$ cat src/rtl/vic_pkg.sv
package vic_pkg;
  localparam int unsigned DATA_W    = 32;
  localparam int unsigned WORD_W    = 5;   // word index = byte address >> 2
  localparam int unsigned N_SRC     = 64;
  localparam int unsigned PRIO_W    = 4;
  localparam int unsigned MASK_W    = 5;
  localparam int unsigned GRP_SIZE  = DATA_W / PRIO_W;
  localparam int unsigned N_GRP     = N_SRC / GRP_SIZE;

  typedef logic [WORD_W-1:0] word_t;

  localparam word_t W_CTRL   = 5'd0;
  localparam word_t W_MASK   = 5'd1;
  localparam word_t W_ENNUM  = 5'd2;
  localparam word_t W_DISNUM = 5'd3;
  localparam word_t W_ENH    = 5'd4;
  localparam word_t W_ENL    = 5'd5;
  localparam word_t W_TYH    = 5'd6;
  localparam word_t W_TYL    = 5'd7;
  localparam word_t W_PRI0   = 5'd8;   // holds the top group; group g at W_PRI0 + (N_GRP-1-g)
  localparam word_t W_NVEC   = 5'd16;
  localparam word_t W_FVEC   = 5'd17;
  localparam word_t W_SRCH   = 5'd18;
  localparam word_t W_SRCL   = 5'd19;
  localparam word_t W_FRCH   = 5'd20;
  localparam word_t W_FRCL   = 5'd21;
  localparam word_t W_NPH    = 5'd22;
  localparam word_t W_NPL    = 5'd23;
  localparam word_t W_FPH    = 5'd24;
  localparam word_t W_FPL    = 5'd25;

  localparam logic [DATA_W-1:0] NO_VECTOR = '1;
endpackage

$ cat src/rtl/vic_regs.sv
module vic_regs
  import vic_pkg::*;
#(
  parameter int unsigned NSRC  = N_SRC,
  parameter int unsigned PW    = PRIO_W,
  parameter int unsigned MW    = MASK_W,
  parameter int unsigned DW    = DATA_W
) (
  input  logic               clk,
  input  logic               rst_n,
  input  logic               wr_en,
  input  word_t              wr_word,
  input  logic [DW-1:0]      wr_data,
  output logic [DW-1:0]      ctrl_q,
  output logic [MW-1:0]      mask_q,
  output logic [NSRC-1:0]    en_q,
  output logic [NSRC-1:0]    type_q,
  output logic [NSRC-1:0]    force_q,
  output logic [NSRC*PW-1:0] prio_q
);
  localparam int unsigned SW   = $clog2(NSRC);
  localparam int unsigned NGRP = (NSRC * PW) / DW;

  logic num_ok;
  logic [SW-1:0] num_idx;
  assign num_ok  = (wr_data < DW'(NSRC));
  assign num_idx = wr_data[SW-1:0];

  always_ff @(posedge clk) begin
    if (!rst_n) begin
      ctrl_q  <= '0;
      mask_q  <= '1;
      en_q    <= '0;
      type_q  <= '0;
      force_q <= '0;
    end else if (wr_en) begin
      case (wr_word)
        W_CTRL:   ctrl_q <= wr_data;
        W_MASK:   mask_q <= wr_data[MW-1:0];
        W_ENNUM:  if (num_ok) en_q[num_idx] <= 1'b1;
        W_DISNUM: if (num_ok) en_q[num_idx] <= 1'b0;
        W_ENH:    en_q[NSRC-1:DW]    <= wr_data;
        W_ENL:    en_q[DW-1:0]       <= wr_data;
        W_TYH:    type_q[NSRC-1:DW]  <= wr_data;
        W_TYL:    type_q[DW-1:0]     <= wr_data;
        W_FRCH:   force_q[NSRC-1:DW] <= wr_data;
        W_FRCL:   force_q[DW-1:0]    <= wr_data;
        default:  ;
      endcase
    end
  end

  // One storage word per priority group; the highest group sits at the lowest address.
  for (genvar g = 0; g < NGRP; g++) begin : g_prio
    localparam word_t MY_WORD = word_t'(int'(W_PRI0) + (NGRP - 1 - g));
    logic [DW-1:0] grp_q;
    always_ff @(posedge clk) begin
      if (!rst_n)                           grp_q <= '0;
      else if (wr_en && wr_word == MY_WORD) grp_q <= wr_data;
    end
    assign prio_q[g*DW +: DW] = grp_q;
  end
endmodule

$ cat src/rtl/vic_norm_arb.sv
module vic_norm_arb #(
  parameter int unsigned NSRC = 64,
  parameter int unsigned PW   = 4,
  parameter int unsigned MW   = 5
) (
  input  logic [NSRC-1:0]         pend,
  input  logic [NSRC*PW-1:0]      prio,
  input  logic [MW-1:0]           mask,
  output logic                    win_valid,
  output logic [$clog2(NSRC)-1:0] win_id,
  output logic [PW-1:0]           win_prio
);
  localparam int unsigned SW = $clog2(NSRC);

  logic          any;
  logic [SW-1:0] best_id;
  logic [PW-1:0] best_p;

  // Ascending scan with >= so that equal priorities resolve to the higher number.
  always_comb begin
    any     = 1'b0;
    best_id = '0;
    best_p  = '0;
    for (int s = 0; s < NSRC; s++) begin
      if (pend[s] && (!any || prio[s*PW +: PW] >= best_p)) begin
        any     = 1'b1;
        best_id = SW'(s);
        best_p  = prio[s*PW +: PW];
      end
    end
  end

  assign win_valid = any && (int'(best_p) > int'(mask));
  assign win_id    = best_id;
  assign win_prio  = best_p;
endmodule

$ cat src/rtl/vic_fast_arb.sv
module vic_fast_arb #(
  parameter int unsigned NSRC = 64
) (
  input  logic [NSRC-1:0]         pend,
  output logic                    win_valid,
  output logic [$clog2(NSRC)-1:0] win_id
);
  localparam int unsigned SW = $clog2(NSRC);

  always_comb begin
    win_valid = 1'b0;
    win_id    = '0;
    for (int s = 0; s < NSRC; s++) begin
      if (pend[s]) begin
        win_valid = 1'b1;
        win_id    = SW'(s);
      end
    end
  end
endmodule

$ cat src/rtl/vic_core.sv
module vic_core
  import vic_pkg::*;
(
  input  logic              clk,
  input  logic              rst_n,
  input  logic              bus_valid,
  input  logic              bus_write,
  input  logic [6:0]        bus_addr,
  input  logic [DATA_W-1:0] bus_wdata,
  output logic [DATA_W-1:0] bus_rdata,
  input  logic [N_SRC-1:0]  src_in,
  output logic              norm_irq,
  output logic              fast_irq
);
  localparam int unsigned SW = $clog2(N_SRC);
  localparam int unsigned HW = DATA_W / 2;

  word_t word;
  assign word = bus_addr[6:2];

  logic [DATA_W-1:0]       ctrl_q;
  logic [MASK_W-1:0]       mask_q;
  logic [N_SRC-1:0]        en_q, type_q, force_q;
  logic [N_SRC*PRIO_W-1:0] prio_q;

  vic_regs #(.NSRC(N_SRC), .PW(PRIO_W), .MW(MASK_W), .DW(DATA_W)) u_regs (
    .clk(clk), .rst_n(rst_n),
    .wr_en(bus_valid && bus_write), .wr_word(word), .wr_data(bus_wdata),
    .ctrl_q(ctrl_q), .mask_q(mask_q), .en_q(en_q), .type_q(type_q),
    .force_q(force_q), .prio_q(prio_q)
  );

  logic [N_SRC-1:0] pend, norm_pend, fast_pend;
  assign pend      = (src_in | force_q) & en_q;
  assign norm_pend = pend & ~type_q;
  assign fast_pend = pend & type_q;

  logic              n_valid, f_valid;
  logic [SW-1:0]     n_id, f_id;
  logic [PRIO_W-1:0] n_prio;

  vic_norm_arb #(.NSRC(N_SRC), .PW(PRIO_W), .MW(MASK_W)) u_narb (
    .pend(norm_pend), .prio(prio_q), .mask(mask_q),
    .win_valid(n_valid), .win_id(n_id), .win_prio(n_prio)
  );

  vic_fast_arb #(.NSRC(N_SRC)) u_farb (
    .pend(fast_pend), .win_valid(f_valid), .win_id(f_id)
  );

  logic [DATA_W-1:0] nvec, fvec;
  assign nvec = n_valid ? {HW'(n_id), HW'(n_prio)} : NO_VECTOR;
  assign fvec = f_valid ? {HW'(f_id), {HW{1'b0}}}  : NO_VECTOR;

  always_ff @(posedge clk) begin
    if (!rst_n) begin
      norm_irq <= 1'b0;
      fast_irq <= 1'b0;
    end else begin
      norm_irq <= n_valid;
      fast_irq <= f_valid;
    end
  end

  logic [DATA_W-1:0] rmux;
  always_comb begin
    rmux = '0;
    case (word)
      W_CTRL: rmux = ctrl_q;
      W_MASK: rmux = DATA_W'(mask_q);
      W_ENH:  rmux = en_q[N_SRC-1:DATA_W];
      W_ENL:  rmux = en_q[DATA_W-1:0];
      W_TYH:  rmux = type_q[N_SRC-1:DATA_W];
      W_TYL:  rmux = type_q[DATA_W-1:0];
      W_NVEC: rmux = nvec;
      W_FVEC: rmux = fvec;
      W_SRCH: rmux = src_in[N_SRC-1:DATA_W];
      W_SRCL: rmux = src_in[DATA_W-1:0];
      W_FRCH: rmux = force_q[N_SRC-1:DATA_W];
      W_FRCL: rmux = force_q[DATA_W-1:0];
      W_NPH:  rmux = norm_pend[N_SRC-1:DATA_W];
      W_NPL:  rmux = norm_pend[DATA_W-1:0];
      W_FPH:  rmux = fast_pend[N_SRC-1:DATA_W];
      W_FPL:  rmux = fast_pend[DATA_W-1:0];
      default: begin
        if (word >= W_PRI0 && int'(word) < int'(W_PRI0) + N_GRP)
          rmux = prio_q[(int'(W_PRI0) + N_GRP - 1 - int'(word)) * DATA_W +: DATA_W];
      end
    endcase
  end

  assign bus_rdata = (bus_valid && !bus_write) ? rmux : '0;
endmodule

$ cat config.mk
export PLATFORM = sky130hd
export DESIGN_NAME = vic_core
export DESIGN_NICKNAME = d
export VERILOG_FILES = /design/src/rtl/vic_pkg.sv /design/src/rtl/vic_regs.sv /design/src/rtl/vic_norm_arb.sv /design/src/rtl/vic_fast_arb.sv /design/src/rtl/vic_core.sv
export SDC_FILE = /design/constraint.sdc
export NUM_CORES = 2
export LEC_CHECK = 0
export BUFFER_PORTS_ARGS = -buffer_cell sky130_fd_sc_hd__buf_2
export CAP_MARGIN = 30
export CELL_PAD_IN_SITES_DETAIL_PLACEMENT = 1
export CELL_PAD_IN_SITES_GLOBAL_PLACEMENT = 1
export CORE_ASPECT_RATIO = 0.9
export CORE_UTILIZATION = 43
export DETAILED_ROUTE_END_ITERATION = 8
export GPL_TIMING_DRIVEN = 0
export PLACE_DENSITY_LB_ADDON = 0.05
export REMOVE_ABC_BUFFERS = 1
export SYNTH_ARGS = -nofsm -noshare
export SYNTH_HDL_FRONTEND = slang
export SYNTH_SLANG_ARGS = --single-unit
export TNS_END_PERCENT = 1
$ cat constraint.sdc
create_clock -name clk -period 133.6 [get_ports clk]
set_input_delay 20.04 -clock clk [delete_from_list [all_inputs] [get_ports clk]]
set_output_delay 20.04 -clock clk [all_outputs]
set_load 0.02 [all_outputs]
==> metrics.txt <==
status finished, violations left; failing checks negative setup slack; Ys Warns 0; number of flops mapped to enable cells by yosys 0; reg2reg start u_regs.en_q[0]$_SDFFE_PN0P_; reg2reg end norm_irq$_SDFF_PN0_; Final Power between 300 and 400 µW; DRC 0; gr usage total 0.4940; global-route wire length before repair ~330000 µm; HP Start u_regs.ctrl_q[31]$_SDFFE_PN0P_; routability-driven placement congestion ratio around 1.0; setup slack after layout -4.389 ns; hold endpoint u_regs.ctrl_q[31]$_SDFFE_PN0P_; Fillers 10800; detailed-route via count between 40000 and 50000; Hold Crit Depth 2; Int Power 267.4 µW; Worst-path clk slew 0.06 ns; Setup crit end kind output pin; CTS Sinks between 400 and 500; post-layout min period approximately 140 ns; Detailed Route WL between 200000 and 250000 µm; 1st-pass router iterations 8; final setup fails 32; pin count of the biggest net entering global routing around 170; Post-Synth Adder-Cell Area 0.06638; count of cell types in the netlist ~110; Util after Layout 0.5618; worst clock skew 0.02576 ns; CTS tree done; Achievable Freq about 7.2 MHz; CTS Hold Bufs 0; FP Rows approximately 100; syn_area_per_cell 7.334 µm²; P_sw about 100 µW; most frequent cells in the layout nand2_1 (1262), dfxtp_1 (487), a21boi_0 (429), buf_4 (417), nor2_1 (241); Gate power share 0.101; simple-gate area share of the yosys netlist 0.2521; DIE HEIGHT around 290 µm; worst-skew pair later-pin latency approximately 0.70 ns; PD cells ~7.4 nW/µm²; slack of the worst reg-to-reg path about 36 ns; RSZ-0062 raised after global routing yes; Area Growth Syn to Fin 28.96%; sequential fraction of the synthesis area 0.2493; core area 89790 µm²; Antenna Nets Post-Route 0; vias in the first global route between 40000 and 50000; Starting DRT DRC Count 6819; Most common cell on crit path ha_1; type of the worst setup path in2out; Compound-Gate Fraction of Synth Area 0.3192; CP Data Arrival Time 117.95 ns; vias per cell approximately 7; Static Leak 18.70 nW; Critical Path Max Stage Delay 0.56 ns; Die Span X 319.9 µm; share of cells above drive strength 1 0.2494; Slowest-stage cell, CP mux2i_2; IO buf count between 100 and 150; post-synthesis cell count roughly 5300; area of the multi-input gates 30740 µm²; commonest non-fill, non-tap cell in the layout nand2_1; max_slew headroom 0.2210; final net count between 6000 and 7000; dominant combinational cell family by area after synthesis compound AO/OA/AOI/OAI gates; Synth async-reset ratio 0; clock power share 0.505; initial antenna violation count 12; Slew Viols, Final 0; H-tree depth 2; Max clock buf depth 3; Setup crit start kind input pin; sequential fraction of design power 0.395; Sw Ratio 0.2809; prevailing post-synth register cell dfxtp_1; Synth Cell Area 39110 µm²; largest fanout on the critical path 7; Hold Vio Cnt, Final 0; max_cap viols 0; Hold Path Class reg2reg; period utilization 1.033; post-synthesis xor/xnor area fraction 0; Reg2Reg Depth roughly 520; Storage cell area about 9700 µm²; IO Count between 100 and 150; CTS Buf Count 60; Root Buffer clkbuf_16; Routed wire per std cell between 30 and 40 µm; GRT Residual Overflow 0; Die Area just over 90000 µm²; Critical Path RT around 110 ns; Starting Density 0.4356; Worst VDD drop ~0.00001 V; Synth Register Bits between 400 and 500; mux contribution to synthesized area 0.06235; detailed placement HPWL around 160000 µm; Worst Max-Slew Pin Slew approximately 1.2 ns
==> cells by family (layout without fill, tap and decap cells) <==
logic type / count (synthesis) / in the layout
AO/OA/AOI/OAI: 1761 / 1764
AND/OR/NAND/NOR: 2194 / 2194
buffers and inverters: 526 / 951
adder cells (fa/ha/maj): 209 / 209
other: 0 / 6
multiplexers: 156 / 156
flip-flops: 487 / 487
==> flip-flops by register name (all words and copies together) (netlist names) <==
register / cells
fast_irq: 1
u_regs.en_q: 64
u_regs.type_q: 64
u_regs.ctrl_q: 32
u_regs.force_q: 64
u_regs.g_prio.grp_q: 256
u_regs.mask_q: 5
norm_irq: 1
==> routing by layer <==
| metal | share of wire | wire length, µm | vias up | GRT usage |
|---|---|---|---|---|
| met1 | 0.38 | 91940 | 23980 | 0.6524 |
| met3 | 0.14 | 34680 | 905 | 0.1537 |
| met4 | 0.076 | 18100 | 8 | 0.3044 |
| li1 | - | - | 20050 | - |
| met2 | 0.40 | 94630 | 3611 | 0.6988 |
| met5 | 0.00023 | 54 | - | 0 |
==> how the worst max path moves through the flow <==
stage / from / endpoint / cells after the start
floorplan: src_in[0] / bus_rdata[20] / 499
global placement: src_in[0] / bus_rdata[3] / 500
detailed placement: src_in[0] / bus_rdata[3] / 508
CTS: src_in[0] / bus_rdata[19] / 517
global route: src_in[0] / bus_rdata[3] / 531
finish: src_in[0] / bus_rdata[3] / 528
==> critical path: cells and delay by family <==
kind                     cells  cell delay, ns
AO/OA/AOI/OAI              229           42.76
multiplexers                18            5.35
adder cells (fa/ha/maj)     66           18.41
AND/OR/NAND/NOR            144           21.33
buffers and inverters       71            9.76
==> repair_timing <==
action,4_1_cts,5_1_grt
endpoints found under the setup margin,33,32
setup buffers,363,52
gates resized for setup,500,170
cloned,3,0
pin swaps,283,154
==> synth_stat cells, types with 72 or more instances <==
| cell | count | area (µm²) |
|---|---|---|
| a21boi_0 | 435 | 3266 |
| a21oi_1 | 286 | 1431 |
| a221oi_1 | 108 | 945.9 |
| a22oi_1 | 72 | 540.5 |
| clkbuf_1 | 313 | 1175 |
| dfxtp_1 | 487 | 9749 |
| ha_1 | 201 | 2515 |
| inv_1 | 183 | 686.9 |
| nand2_1 | 1295 | 4861 |
| nand2b_1 | 107 | 669.4 |
| nand3_1 | 72 | 360.4 |
| nor2_1 | 289 | 1085 |
| nor3b_1 | 88 | 660.6 |
| o21ai_0 | 226 | 1131 |
==> power by group through the flow <==
| stage | clock network, mW | registers, mW | logic [mW] |
|---|---|---|---|
| detailed placement | 0 | 0.150 | 0.0319 |
| global placement | 0 | 0.150 | 0.0312 |
| floorplan | 0 | 0.149 | 0.0107 |
| CTS | 0.186 | 0.147 | 0.0335 |
| finish | 0.188 | 0.147 | 0.0374 |
| global route | 0.192 | 0.147 | 0.0371 |
==> area by class of cell <==
cell class	instances	share of cell area
diodes	6	0.0002977
clock inverters	26	0.008012
clock buffers	84	0.03495
multi-input cells	4323	0.6095
repair buffers	655	0.1112
inverters	186	0.01384
flip-flops and latches	487	0.1933
well taps	1166	0.02892
==> metrics by stage <==
stage	hold slack, ns	area (µm²)	setup slack [ns]	setup TNS (ns)	cells
floorplan	0.4428	37830	-1.161	-32.74	4993
global placement	0.4561	39980	-22.97	-719.49	6297
detailed placement	0.4620	41850	-23.46	-733.98	6392
CTS	0.4704	49010	0.005215	0	6868
global route	0.4941	50420	-7.523	-237.83	6927
finish	0.4742	50440	-4.389	-135.76	6933
Note: power is estimated with default switching activity, not from simulation.
